--- src/rtl/faw_pkg.sv ---
package faw_pkg;

    typedef enum logic {
        AGU_IDLE = 1'b0,
        AGU_RUN  = 1'b1
    } agu_state_e;

    localparam int unsigned AXIS_X = 0;
    localparam int unsigned AXIS_Y = 1;
    localparam int unsigned N_AXES = 2;

endpackage

--- src/rtl/faw_axis_counter.sv ---
module faw_axis_counter #(
    parameter int unsigned W = 16
) (
    input  logic         clk,
    input  logic         rst_n,
    input  logic         load,
    input  logic [W-1:0] load_val,
    input  logic         dec,
    output logic         is_last
);

    localparam logic [W-1:0] ONE = {{(W-1){1'b0}}, 1'b1};

    logic [W-1:0] period_q;
    logic [W-1:0] count_q;

    always_ff @(posedge clk) begin
        if (!rst_n) begin
            period_q <= '0;
            count_q  <= '0;
        end else if (load) begin
            period_q <= load_val;
            count_q  <= load_val;
        end else if (dec) begin
            count_q <= (count_q == ONE) ? period_q : count_q - ONE;
        end
    end

    assign is_last = (count_q == ONE);


    cnt_step_chk: assert property (@(posedge clk) disable iff (!rst_n)
        dec && !load && !is_last |=> count_q == $past(count_q) - ONE);


    cnt_wrap_chk: assert property (@(posedge clk) disable iff (!rst_n)
        dec && !load && is_last |=> count_q == $past(period_q));

endmodule

--- src/rtl/faw_addr_unit.sv ---
module faw_addr_unit #(
    parameter int unsigned ADDR_W = 32,
    parameter int unsigned CNT_W  = 16
) (
    input  logic              clk,
    input  logic              rst_n,
    input  logic              load,
    input  logic [ADDR_W-1:0] base,
    input  logic [CNT_W-1:0]  x_step,
    input  logic [CNT_W-1:0]  y_step,
    input  logic              adv,
    input  logic              at_row_end,
    input  logic              at_frame_end,
    output logic [ADDR_W-1:0] addr
);

    localparam int unsigned EXT = ADDR_W - CNT_W;

    logic [ADDR_W-1:0] base_q;
    logic [ADDR_W-1:0] xs_ext_q;
    logic [ADDR_W-1:0] ys_ext_q;
    logic [ADDR_W-1:0] addr_q;
    logic [ADDR_W-1:0] addr_d;

    always_comb begin
        if (at_frame_end) begin
            addr_d = base_q;
        end else if (at_row_end) begin
            addr_d = addr_q + ys_ext_q;
        end else begin
            addr_d = addr_q + xs_ext_q;
        end
    end

    always_ff @(posedge clk) begin
        if (!rst_n) begin
            base_q   <= '0;
            xs_ext_q <= '0;
            ys_ext_q <= '0;
            addr_q   <= '0;
        end else if (load) begin
            base_q   <= base;
            xs_ext_q <= {{EXT{x_step[CNT_W-1]}}, x_step};
            ys_ext_q <= {{EXT{y_step[CNT_W-1]}}, y_step};
            addr_q   <= base;
        end else if (adv) begin
            addr_q <= addr_d;
        end
    end

    assign addr = addr_q;


    inner_step_chk: assert property (@(posedge clk) disable iff (!rst_n)
        adv && !load && !at_row_end |=> addr == $past(addr) + $past(xs_ext_q));


    outer_step_chk: assert property (@(posedge clk) disable iff (!rst_n)
        adv && !load && at_row_end && !at_frame_end |=> addr == $past(addr) + $past(ys_ext_q));

endmodule

--- src/rtl/frame_addr_walker.sv ---
module frame_addr_walker
    import faw_pkg::*;
#(
    parameter int unsigned ADDR_W = 32,
    parameter int unsigned CNT_W  = 16
) (
    input  logic              clk,
    input  logic              rst_n,
    input  logic              ctl_enable,
    input  logic              ctl_start,
    input  logic              cfg_autobuf,
    input  logic              cfg_wide,
    input  logic [ADDR_W-1:0] cfg_base,
    input  logic [CNT_W-1:0]  cfg_x_count,
    input  logic [CNT_W-1:0]  cfg_x_step,
    input  logic [CNT_W-1:0]  cfg_y_count,
    input  logic [CNT_W-1:0]  cfg_y_step,
    input  logic              req_ready,
    output logic              req_valid,
    output logic [ADDR_W-1:0] req_addr,
    output logic              req_wide,
    output logic              req_row_end,
    output logic              req_frame_end
);

    agu_state_e state_q, state_d;

    logic             auto_q;
    logic             wide_q;
    logic             launch;
    logic             xfer;
    logic             row_last;
    logic             frame_last;
    logic [N_AXES-1:0] cnt_dec;
    logic [N_AXES-1:0] cnt_last;
    logic [CNT_W-1:0] cnt_init [N_AXES];

    assign launch = (state_q == AGU_IDLE) && ctl_start && ctl_enable
                    && (cfg_x_count != '0) && (cfg_y_count != '0);
    assign xfer       = req_valid && req_ready;
    assign row_last   = cnt_last[AXIS_X];
    assign frame_last = cnt_last[AXIS_X] && cnt_last[AXIS_Y];

    assign cnt_init[AXIS_X] = cfg_x_count;
    assign cnt_init[AXIS_Y] = cfg_y_count;
    assign cnt_dec[AXIS_X]  = xfer;
    assign cnt_dec[AXIS_Y]  = xfer && row_last;

    // State register
    always_ff @(posedge clk) begin
        if (!rst_n) begin
            state_q <= AGU_IDLE;
        end else begin
            state_q <= state_d;
        end
    end

    // Transitions: launch, finish, halt, wrap
    always_comb begin
        state_d = state_q;
        unique case (state_q)
            AGU_IDLE: begin
                if (launch) begin
                    state_d = AGU_RUN;
                end
            end
            AGU_RUN: begin
                if (xfer && !ctl_enable) begin
                    state_d = AGU_IDLE;
                end else if (xfer && frame_last && !auto_q) begin
                    state_d = AGU_IDLE;
                end
            end
        endcase
    end

    // Outputs
    always_comb begin
        req_valid     = 1'b0;
        req_row_end   = 1'b0;
        req_frame_end = 1'b0;
        unique case (state_q)
            AGU_IDLE: begin
                req_valid = 1'b0;
            end
            AGU_RUN: begin
                req_valid     = 1'b1;
                req_row_end   = row_last;
                req_frame_end = frame_last;
            end
        endcase
    end

    always_ff @(posedge clk) begin
        if (!rst_n) begin
            auto_q <= 1'b0;
            wide_q <= 1'b0;
        end else if (launch) begin
            auto_q <= cfg_autobuf;
            wide_q <= cfg_wide;
        end
    end

    assign req_wide = wide_q;

    for (genvar g = 0; g < N_AXES; g++) begin : g_axis
        faw_axis_counter #(
            .W(CNT_W)
        ) u_cnt (
            .clk      (clk),
            .rst_n    (rst_n),
            .load     (launch),
            .load_val (cnt_init[g]),
            .dec      (cnt_dec[g]),
            .is_last  (cnt_last[g])
        );
    end

    faw_addr_unit #(
        .ADDR_W(ADDR_W),
        .CNT_W (CNT_W)
    ) u_addr (
        .clk          (clk),
        .rst_n        (rst_n),
        .load         (launch),
        .base         (cfg_base),
        .x_step       (cfg_x_step),
        .y_step       (cfg_y_step),
        .adv          (xfer),
        .at_row_end   (row_last),
        .at_frame_end (frame_last),
        .addr         (req_addr)
    );


    stall_hold_chk: assert property (@(posedge clk) disable iff (!rst_n)
        req_valid && !req_ready |=> req_valid && $stable(req_addr)
            && $stable(req_row_end) && $stable(req_frame_end));


    oneshot_idle_chk: assert property (@(posedge clk) disable iff (!rst_n)
        xfer && req_frame_end && !auto_q |=> !req_valid);


    auto_wrap_chk: assert property (@(posedge clk) disable iff (!rst_n)
        xfer && req_frame_end && auto_q && ctl_enable |=> req_valid);


    halt_stop_chk: assert property (@(posedge clk) disable iff (!rst_n)
        xfer && !ctl_enable |=> !req_valid);

endmodule

--- config.mk ---
export PLATFORM = sky130hd
export DESIGN_NAME = frame_addr_walker
export DESIGN_NICKNAME = d
export VERILOG_FILES = /design/src/rtl/faw_pkg.sv /design/src/rtl/faw_axis_counter.sv /design/src/rtl/faw_addr_unit.sv /design/src/rtl/frame_addr_walker.sv
export SDC_FILE = /design/constraint.sdc
export NUM_CORES = 1
export LEC_CHECK = 0
export ABC_AREA = 1
export BUFFER_PORTS_ARGS = -buffer_cell sky130_fd_sc_hd__buf_2
export CORE_MARGIN = 2
export CORE_UTILIZATION = 40
export CTS_CLUSTER_SIZE = 25
export DETAILED_ROUTE_END_ITERATION = 10
export GPL_TIMING_DRIVEN = 0
export PLACE_DENSITY = 0.62
export SLEW_MARGIN = 20
export SYNTH_ARGS = -nofsm -noshare
export SYNTH_HDL_FRONTEND = slang
export SYNTH_SLANG_ARGS = --single-unit
--- constraint.sdc ---
create_clock -name clk -period 2.5 [get_ports clk]
set_input_delay 0 -clock clk [delete_from_list [all_inputs] [get_ports clk]]
set_output_delay 0 -clock clk [all_outputs]
set_load 0.02 [all_outputs]
==> metrics.md, run 1 <==
| Metric | Value |
|---|---|
| Status | finished with violations |
| Failing checks | setup timing |
| WP data arrival | ~3.1 ns |
| Yosys cell types | 44 |
| Final Max Slew Viols | 0 |
| First-pass GRT wire length | roughly 55 mm |
| Top_reg_cell synth | dfxtp_1 |
| DRC | 0 |
| Clock Skews | ~0.0098 ns |
| Met2 Use GR | a little under half |
| Power, Total | around 8.5 mW |
| Synthesis-to-finish area growth | 41.3% |
| Syn_nets | between 1,500 and 2,000 |
| Antenna fix cells | 0 |
| M1 GR Usage | about a third |
| Number of setup violations in the final report | 28 |
| Detail-routed via count per cell | ~5 |
| Clock sink count | about 160 |
| Setup WS post-layout | -0.313 ns |
| Leading area contributor after synthesis | dfxtp_1 |
| Leading cell type in the layout, fill and taps excluded | nand2_1 |
| Max frequency | between 300 and 400 MHz |
| Die ar. | about 26,000 sq um |
| Leakage | 6.97 nW |
| Syn_area_per_cell | a little over 6 sq um |
| WHS | ~0.12 ns |
| Sequential area share after synthesis | about a third |
| CP Data Required Time | 2.83 ns |
| Most frequent cells in the layout | nand2_1, inv_1, buf_2, dfxtp_1, a21oi_1 |
| WS Path Type | register to register |
| Vias in the first global route | 10,809 |
| PwrDens | between 600 and 700 nW/um^2 |
| Met3 global-route usage | 4.43% |
| Clock transition at the registers of the reported paths | about 0.07 ns |
| Slowest stage cell, crit path | dfxtp_2 |
| WL per Instance | 16.0 microns |
| Clock buffer depth | 2 |
| Min Clock Period, post-route | between 2 and 3 ns |
| Asr flop ratio synth | 0% |
| First-iteration detailed-routing DRC count | between 700 and 800 |
| Critical path peak fanout | 5 |
| Tot GR Track Use | around 27% |
| HPWL after DPL | 25.7 mm |
| Top post-synthesis cells by area | dfxtp_1, nand2_1, inv_1 |
| Tightest Pin Transition | between 0.9 and 1 ns |
| Post-synth EDFFs | 0 |
| VDD IR max | about 0.43 mV |
| Final Net Count | between 2,000 and 2,500 |
| Slew HR | a little over a third |
| Unrepaired setup endpoints after global routing | true |
| Worst hold path type | input port to register |
| I/O Buffers | between 100 and 150 |
| Crit-path max cell delay | 0.35 ns |
| CTS Buf Count | 17 |
| Final worst-path cycle share | 113% |
| Post-layout util | ~57% |
| Launching point of the worst reg2reg path | g_axis[0].u_cnt.count_q[4] |
| Cell Rows | between 50 and 60 |
| Final Hold Vio Count | 0 |
| Hold wc startpoint | req_ready |
| Die W | ~160 microns |
| Share of cells above drive strength 1 | around a quarter |
| Gpl congestion | approximately 0.94 |
| Die H | 163 microns |
| Grt total ovfl | 0 |
| First-pass DRT Iterations | 5 |
| Share of the synthesized area in the top cell type | between 30% and 40% |
| Clock latency at the later pin of the worst-skew pair | between 0.4 and 0.5 ns |
| Mapped Cells | about 1,600 |
| Core area | 25,000 sq um |
| TNS Setup | -6.05 ns |
| CTS tree | yes |
| Setup crit start | g_axis[0].u_cnt.count_q[4] |
| Crit path capture type | register |
| Max Cap Viol | 0 |
| Initial antenna violation count | 0 |
| Syn Std Cell Area | a little over 10,000 sq um |
| Top Usage Layer GRT | met2 |
| Largest net degree at the start of global routing | 17 |
| Crit-path cells | nor2_4 -> nand2_4 -> nor2_4 -> nand2_4 -> clkbuf_16 -> nand2_2 -> o21ai_1 -> inv_1 -> ha_4 -> inv_2 -> fa_2 -> inv_2 -> nand3_2 -> nand3_4 -> nand2_2 -> a21oi_2 -> nor2_1 -> nand2_1 -> nand3_2 -> a21oi_2 -> nor2_1 |
| Max H-tree Level | 4 |
| Total vias in the final route | between 10,000 and 15,000 |
| Critical path launch point type | register |
| I/O Pins | approximately 140 |
| Initial Utilization | roughly two fifths |
| CTS Root Cell | clkbuf_16 |
| Yosys warnings | 0 |
| Seq cells post-synth | between 150 and 200 |
| Final WL | approximately 36 mm |
| Post-route antenna net violation count | 0 |
## synth_stat cells (all sizes together), types with 2 or more instances
cell,instances
inv,220
dfxtp,163
o31ai,2
buf,30
nand3b,3
o21bai,3
a31oi,23
clkbuf,32
nand3,75
a21oi,155
o211ai,9
nor3,11
nand4,10
xnor2,7
o2111ai,2
ha,37
o21ai,120
nand2,567
or2,6
nor4,3
and2,2
xor2,19
nor2,128
## registers in the layout (all words and copies together), names as in the netlist
signal and cells:
auto_q 1, u_addr.ys_ext_q 16, u_addr.xs_ext_q 16, u_addr.base_q 32, u_addr.addr 32, state_q 1
req_wide 1, g_axis.u_cnt.period_q 32, g_axis.u_cnt.count_q 32
## cells by family (layout without fill, tap and decap cells)
family,after synthesis,in the layout,share of synthesized area (%)
adder cells (fa/ha/maj),38,38,4.79
XOR/XNOR,26,26,2.26
buffers and inverters,283,593,11.2
flip-flops,163,163,32.4
AO/OA/AOI/OAI,316,316,16.6
AND/OR/NAND/NOR,806,806,32.7
## power by group
part	internal [mW]	switching [mW]	leakage, nW	total, mW
Clock	1.79	1.19	0.308	2.98
Sequential	2.78	0.154	1.34	2.93
Combinational	1.09	1.55	5.33	2.64
## repair_timing
| action | in CTS | in global routing |
|---|---|---|
| hold buffers | 99 | 0 |
| setup endpoints to repair | 31 | 35 |
| buffers inserted | 33 | 11 |
| cloned | 0 | 0 |
| pin swaps | 48 | 61 |
| hold endpoints to repair | 159 | 0 |
| resized for setup | 126 | 146 |
## metal layers
metal | wire length, microns | vias to the layer above
met5 | 0 | -
met4 | 1210 | 0
met3 | 1990 | 66
met2 | 17800 | 340
met1 | 15500 | 5238
li1 | - | 5769
## critical path, delay by kind of cell, from the launching register on
| kind | cells | cell delay, ns |
|---|---|---|
| compound gates | 3 | 0.37 |
| fa+ha+maj | 2 | 0.50 |
| buf+inv | 4 | 0.41 |
| flops | 1 | 0.35 |
| simple gates | 12 | 1.07 |
## final timing paths
path	end	slack [ns]	cells after the start
worst min register to register	auto_q	0.45	2
worst min-delay path	state_q	0.12	4
worst max-delay path	u_addr.addr[16]	-0.31	21
worst max register to register	u_addr.addr[16]	-0.31	21
## metrics by stage
stage	worst slack (ns)	cells	instance area, sq um
2_1_floorplan	-0.0497	1632	10100
3_3_place_gp	-0.701	2099	11200
3_5_place_dp	-0.731	2099	11200
4_1_cts	-0.296	2262	13600
5_1_grt	-0.444	2272	14200
6_report	-0.313	2272	14200
## area by class of cell
type | count | area [sq um]
Sequential cell | 163 | 3280
Buffer | 62 | 340
Multi-Input combinational cell | 1186 | 6680
Clock buffer | 21 | 440
Inverter | 221 | 835
Fill cell | 2380 | 10700
Timing Repair Buffer | 278 | 2050
Tap cell | 330 | 413
Clock inverter | 11 | 200
Note: power is estimated with default switching activity, not from simulation.
==> run 2, diff against run 1 <==
Settings changed: PLACE_DENSITY 0.62 to 0.6.
Clock period 2.5 ns to 3.1 ns, I/O delays scaled along.
==> metrics.md, run 2 (synthesis gave the netlist of run 1 again) <==
| Metric | Value |
|---|---|
| Clock buffer depth | 2 |
| Psw | around 2.2 mW |
| Initial Utilization | between 40 and 50% |
| Register Area | approximately 3300 sq um |
| Die W | 163 microns |
| Crit-path cells | nor2_4 -> nand2_2 -> nor2_4 -> nand2_4 -> buf_8 -> nand2_1 -> o21ai_0 -> inv_1 -> ha_4 -> inv_1 -> fa_2 -> inv_2 -> nand3_1 -> nand3_2 -> nand3_2 -> nand3_4 -> nand2_1 -> nand3_1 -> nand3_1 -> a21oi_2 -> nor2_1 |
| Tot GR Track Use | 26.5% |
| Critical path launch point type | register |
| Status | completed |
| Clock transition at the registers of the reported paths | about 0.07 ns |
| Min Clock Period, post-route | 2.97 ns |
| Max H-tree Level | 4 |
| CP Data Required Time | 3.43 ns |
| P_int | 4.00 mW |
| R2r setup slk | roughly 0.13 ns |
| Critical path peak fanout | 6 |
| Clock latency at the later pin of the worst-skew pair | ~0.44 ns |
| Fillers | about 2,600 |
| Die H | about 160 microns |
| CTS Buf Count | 17 |
| Antenna fix cells | 0 |
| Crit-path max cell delay | around 0.36 ns |
| Initial antenna violation count | 0 |
| Crit path top cell by count | nand3_1 |
| Most frequent cells in the layout | nand2_1, inv_1, buf_2, dfxtp_1, a21oi_1 |
| Leading cell type in the layout, fill and taps excluded | nand2_1 |
| Crit path capture type | register |
| Sw Ratio | about 35% |
| PwrDens | approximately 470 nW/um^2 |
| First-pass DRT Iterations | 7 |
| Area of the multi-input gates | 5950 sq um |
| Max Cap Viol | 0 |
| First-pass GRT wire length | 54.7 mm |
| Total vias in the final route | ~11,000 |
| Vias in the first global route | around 11,000 |
| Unrepaired setup endpoints after global routing | true |
| WL per Instance | about 16 microns |
| Final Hold Vio Count | 0 |
| Number of setup violations in the final report | 0 |
| CTS tree | yes |
| Share of cells above drive strength 1 | between 15 and 20% |
| Combinational power share | around 30% |
| Post-route antenna net violation count | 0 |
| Placed cell areas | around 11,000 sq um |
| Final worst-path cycle share | approximately 96% |
| WHS | just under 0.09 ns |
| WP data arrival | between 3 and 4 ns |
| Post-route cell area | ~13,000 sq um |
| Tightest Pin Transition | between 0.7 and 0.8 ns |
| Slew HR | between 40% and 50% |
| First-iteration detailed-routing DRC count | roughly 660 |
| Final Net Count | approximately 2,000 |
| I/O Pins | between 100 and 150 |
| Final WL | 35.2 mm |
| Die ar. | between 20,000 and 30,000 sq um |
| Synthesis-to-finish area growth | 30.8% |
| Cell Rows | between 50 and 60 |
| Clock Skews | between 0.01 and 0.015 ns |
| VDD IR max | ~0.29 mV |
| Grt total ovfl | 0 |
| Clock group share of total power | roughly 33% |
| DRC | 0 |
| Power, Total | approximately 6.2 mW |
| CTS Root Cell | clkbuf_16 |
| HPWL after DPL | 26.2 mm |
| Core area | between 20,000 and 25,000 sq um |
| Final Max Slew Viols | 0 |
| Largest net degree at the start of global routing | 17 |
| Slowest stage cell, crit path | dfxtp_1 |
| I/O Buffers | roughly 140 |
| WS Path Type | register to register |
| Detail-routed via count per cell | 4.99 |
| Max frequency | around 340 MHz |
| Clock sink count | between 150 and 200 |
| Gpl congestion | approximately 0.94 |
| Worst hold path type | input port to register |
| Leakage | between 6 and 7 nW |
| Sequential share of power | 38.0% |
## run 2: changes by cell type in the layout (fill, tap and decap cells not counted), sizes merged
cell	change
clkinvlp	+2
clkinv	+4
clkbuf	-3
buf	-23
bufinv	-5
inv	+1
## run 2: what timing repair did
| action | 4_1_cts | 5_1_grt |
|---|---|---|
| endpoints found under the hold margin | 161 | 0 |
| hold buffers | 99 | 0 |
| gates cloned | 0 | 1 |
| buffers inserted | 4 | 13 |
| setup endpoints to repair | 26 | 25 |
| pin swaps | 2 | 12 |
| gates resized for setup | 29 | 65 |
## run 2: through the flow
step	util [%]	setup WS [ns]	TNS (ns)	std cells
after floorplan	-	0.326	0	1632
after global placement	44.8	-0.559	-7.49	2099
after detailed placement	44.8	-0.557	-7.67	2099
after CTS	51.5	0.0115	0	2234
after global routing	52.8	-0.0451	-0.151	2248
final	52.8	0.134	0	2248
## run 2: critical path, delay by kind of cell (launching register included)
kind	cells	cell delay, ns
adders and majority gates	2	0.50
and+or+nand+nor	13	1.33
DFF	1	0.36
AOI/OAI and AO/OA	2	0.22
buffers and inverters	4	0.41
## run 2: cell type report
type	instances	share of cell area [%]
timing repair buffer	254	14.1
multi-input combinational	1186	45.1
tap	330	3.13
clock inverter	13	0.769
clock buffer	19	3.36
sequential	163	24.8
buffer	62	2.46
inverter	221	6.33
## run 2: power groups by stage
stage | Sequential, mW | Clock (mW) | Combinational [mW]
after floorplan | 2.42 | 0 | 1.06
after global placement | 2.39 | 0 | 1.57
after detailed placement | 2.39 | 0 | 1.59
after CTS | 2.35 | 2.06 | 1.72
after global routing | 2.37 | 2.15 | 2.03
final | 2.35 | 2.03 | 1.81
## run 2: final timing paths
path                                   start  cells after the start                  end
hold / removal                     req_ready                      4              state_q
setup reg to reg  g_axis[0].u_cnt.count_q[5]                     21      u_addr.addr[28]
setup / recovery  g_axis[0].u_cnt.count_q[5]                     21      u_addr.addr[28]
hold reg to reg          u_addr.xs_ext_q[11]                      2  u_addr.xs_ext_q[11]
## run 2: metal layers
| layer | vias to the layer above | global-route usage [%] | part of all wire [%] |
|---|---|---|---|
| met4 | 0 | 7.40 | 2.0 |
| li1 | 5733 | - | - |
| met2 | 255 | 47.1 | 49 |
| met3 | 44 | 3.85 | 4.1 |
| met1 | 5194 | 33.3 | 44 |
| met5 | - | 0 | 0 |
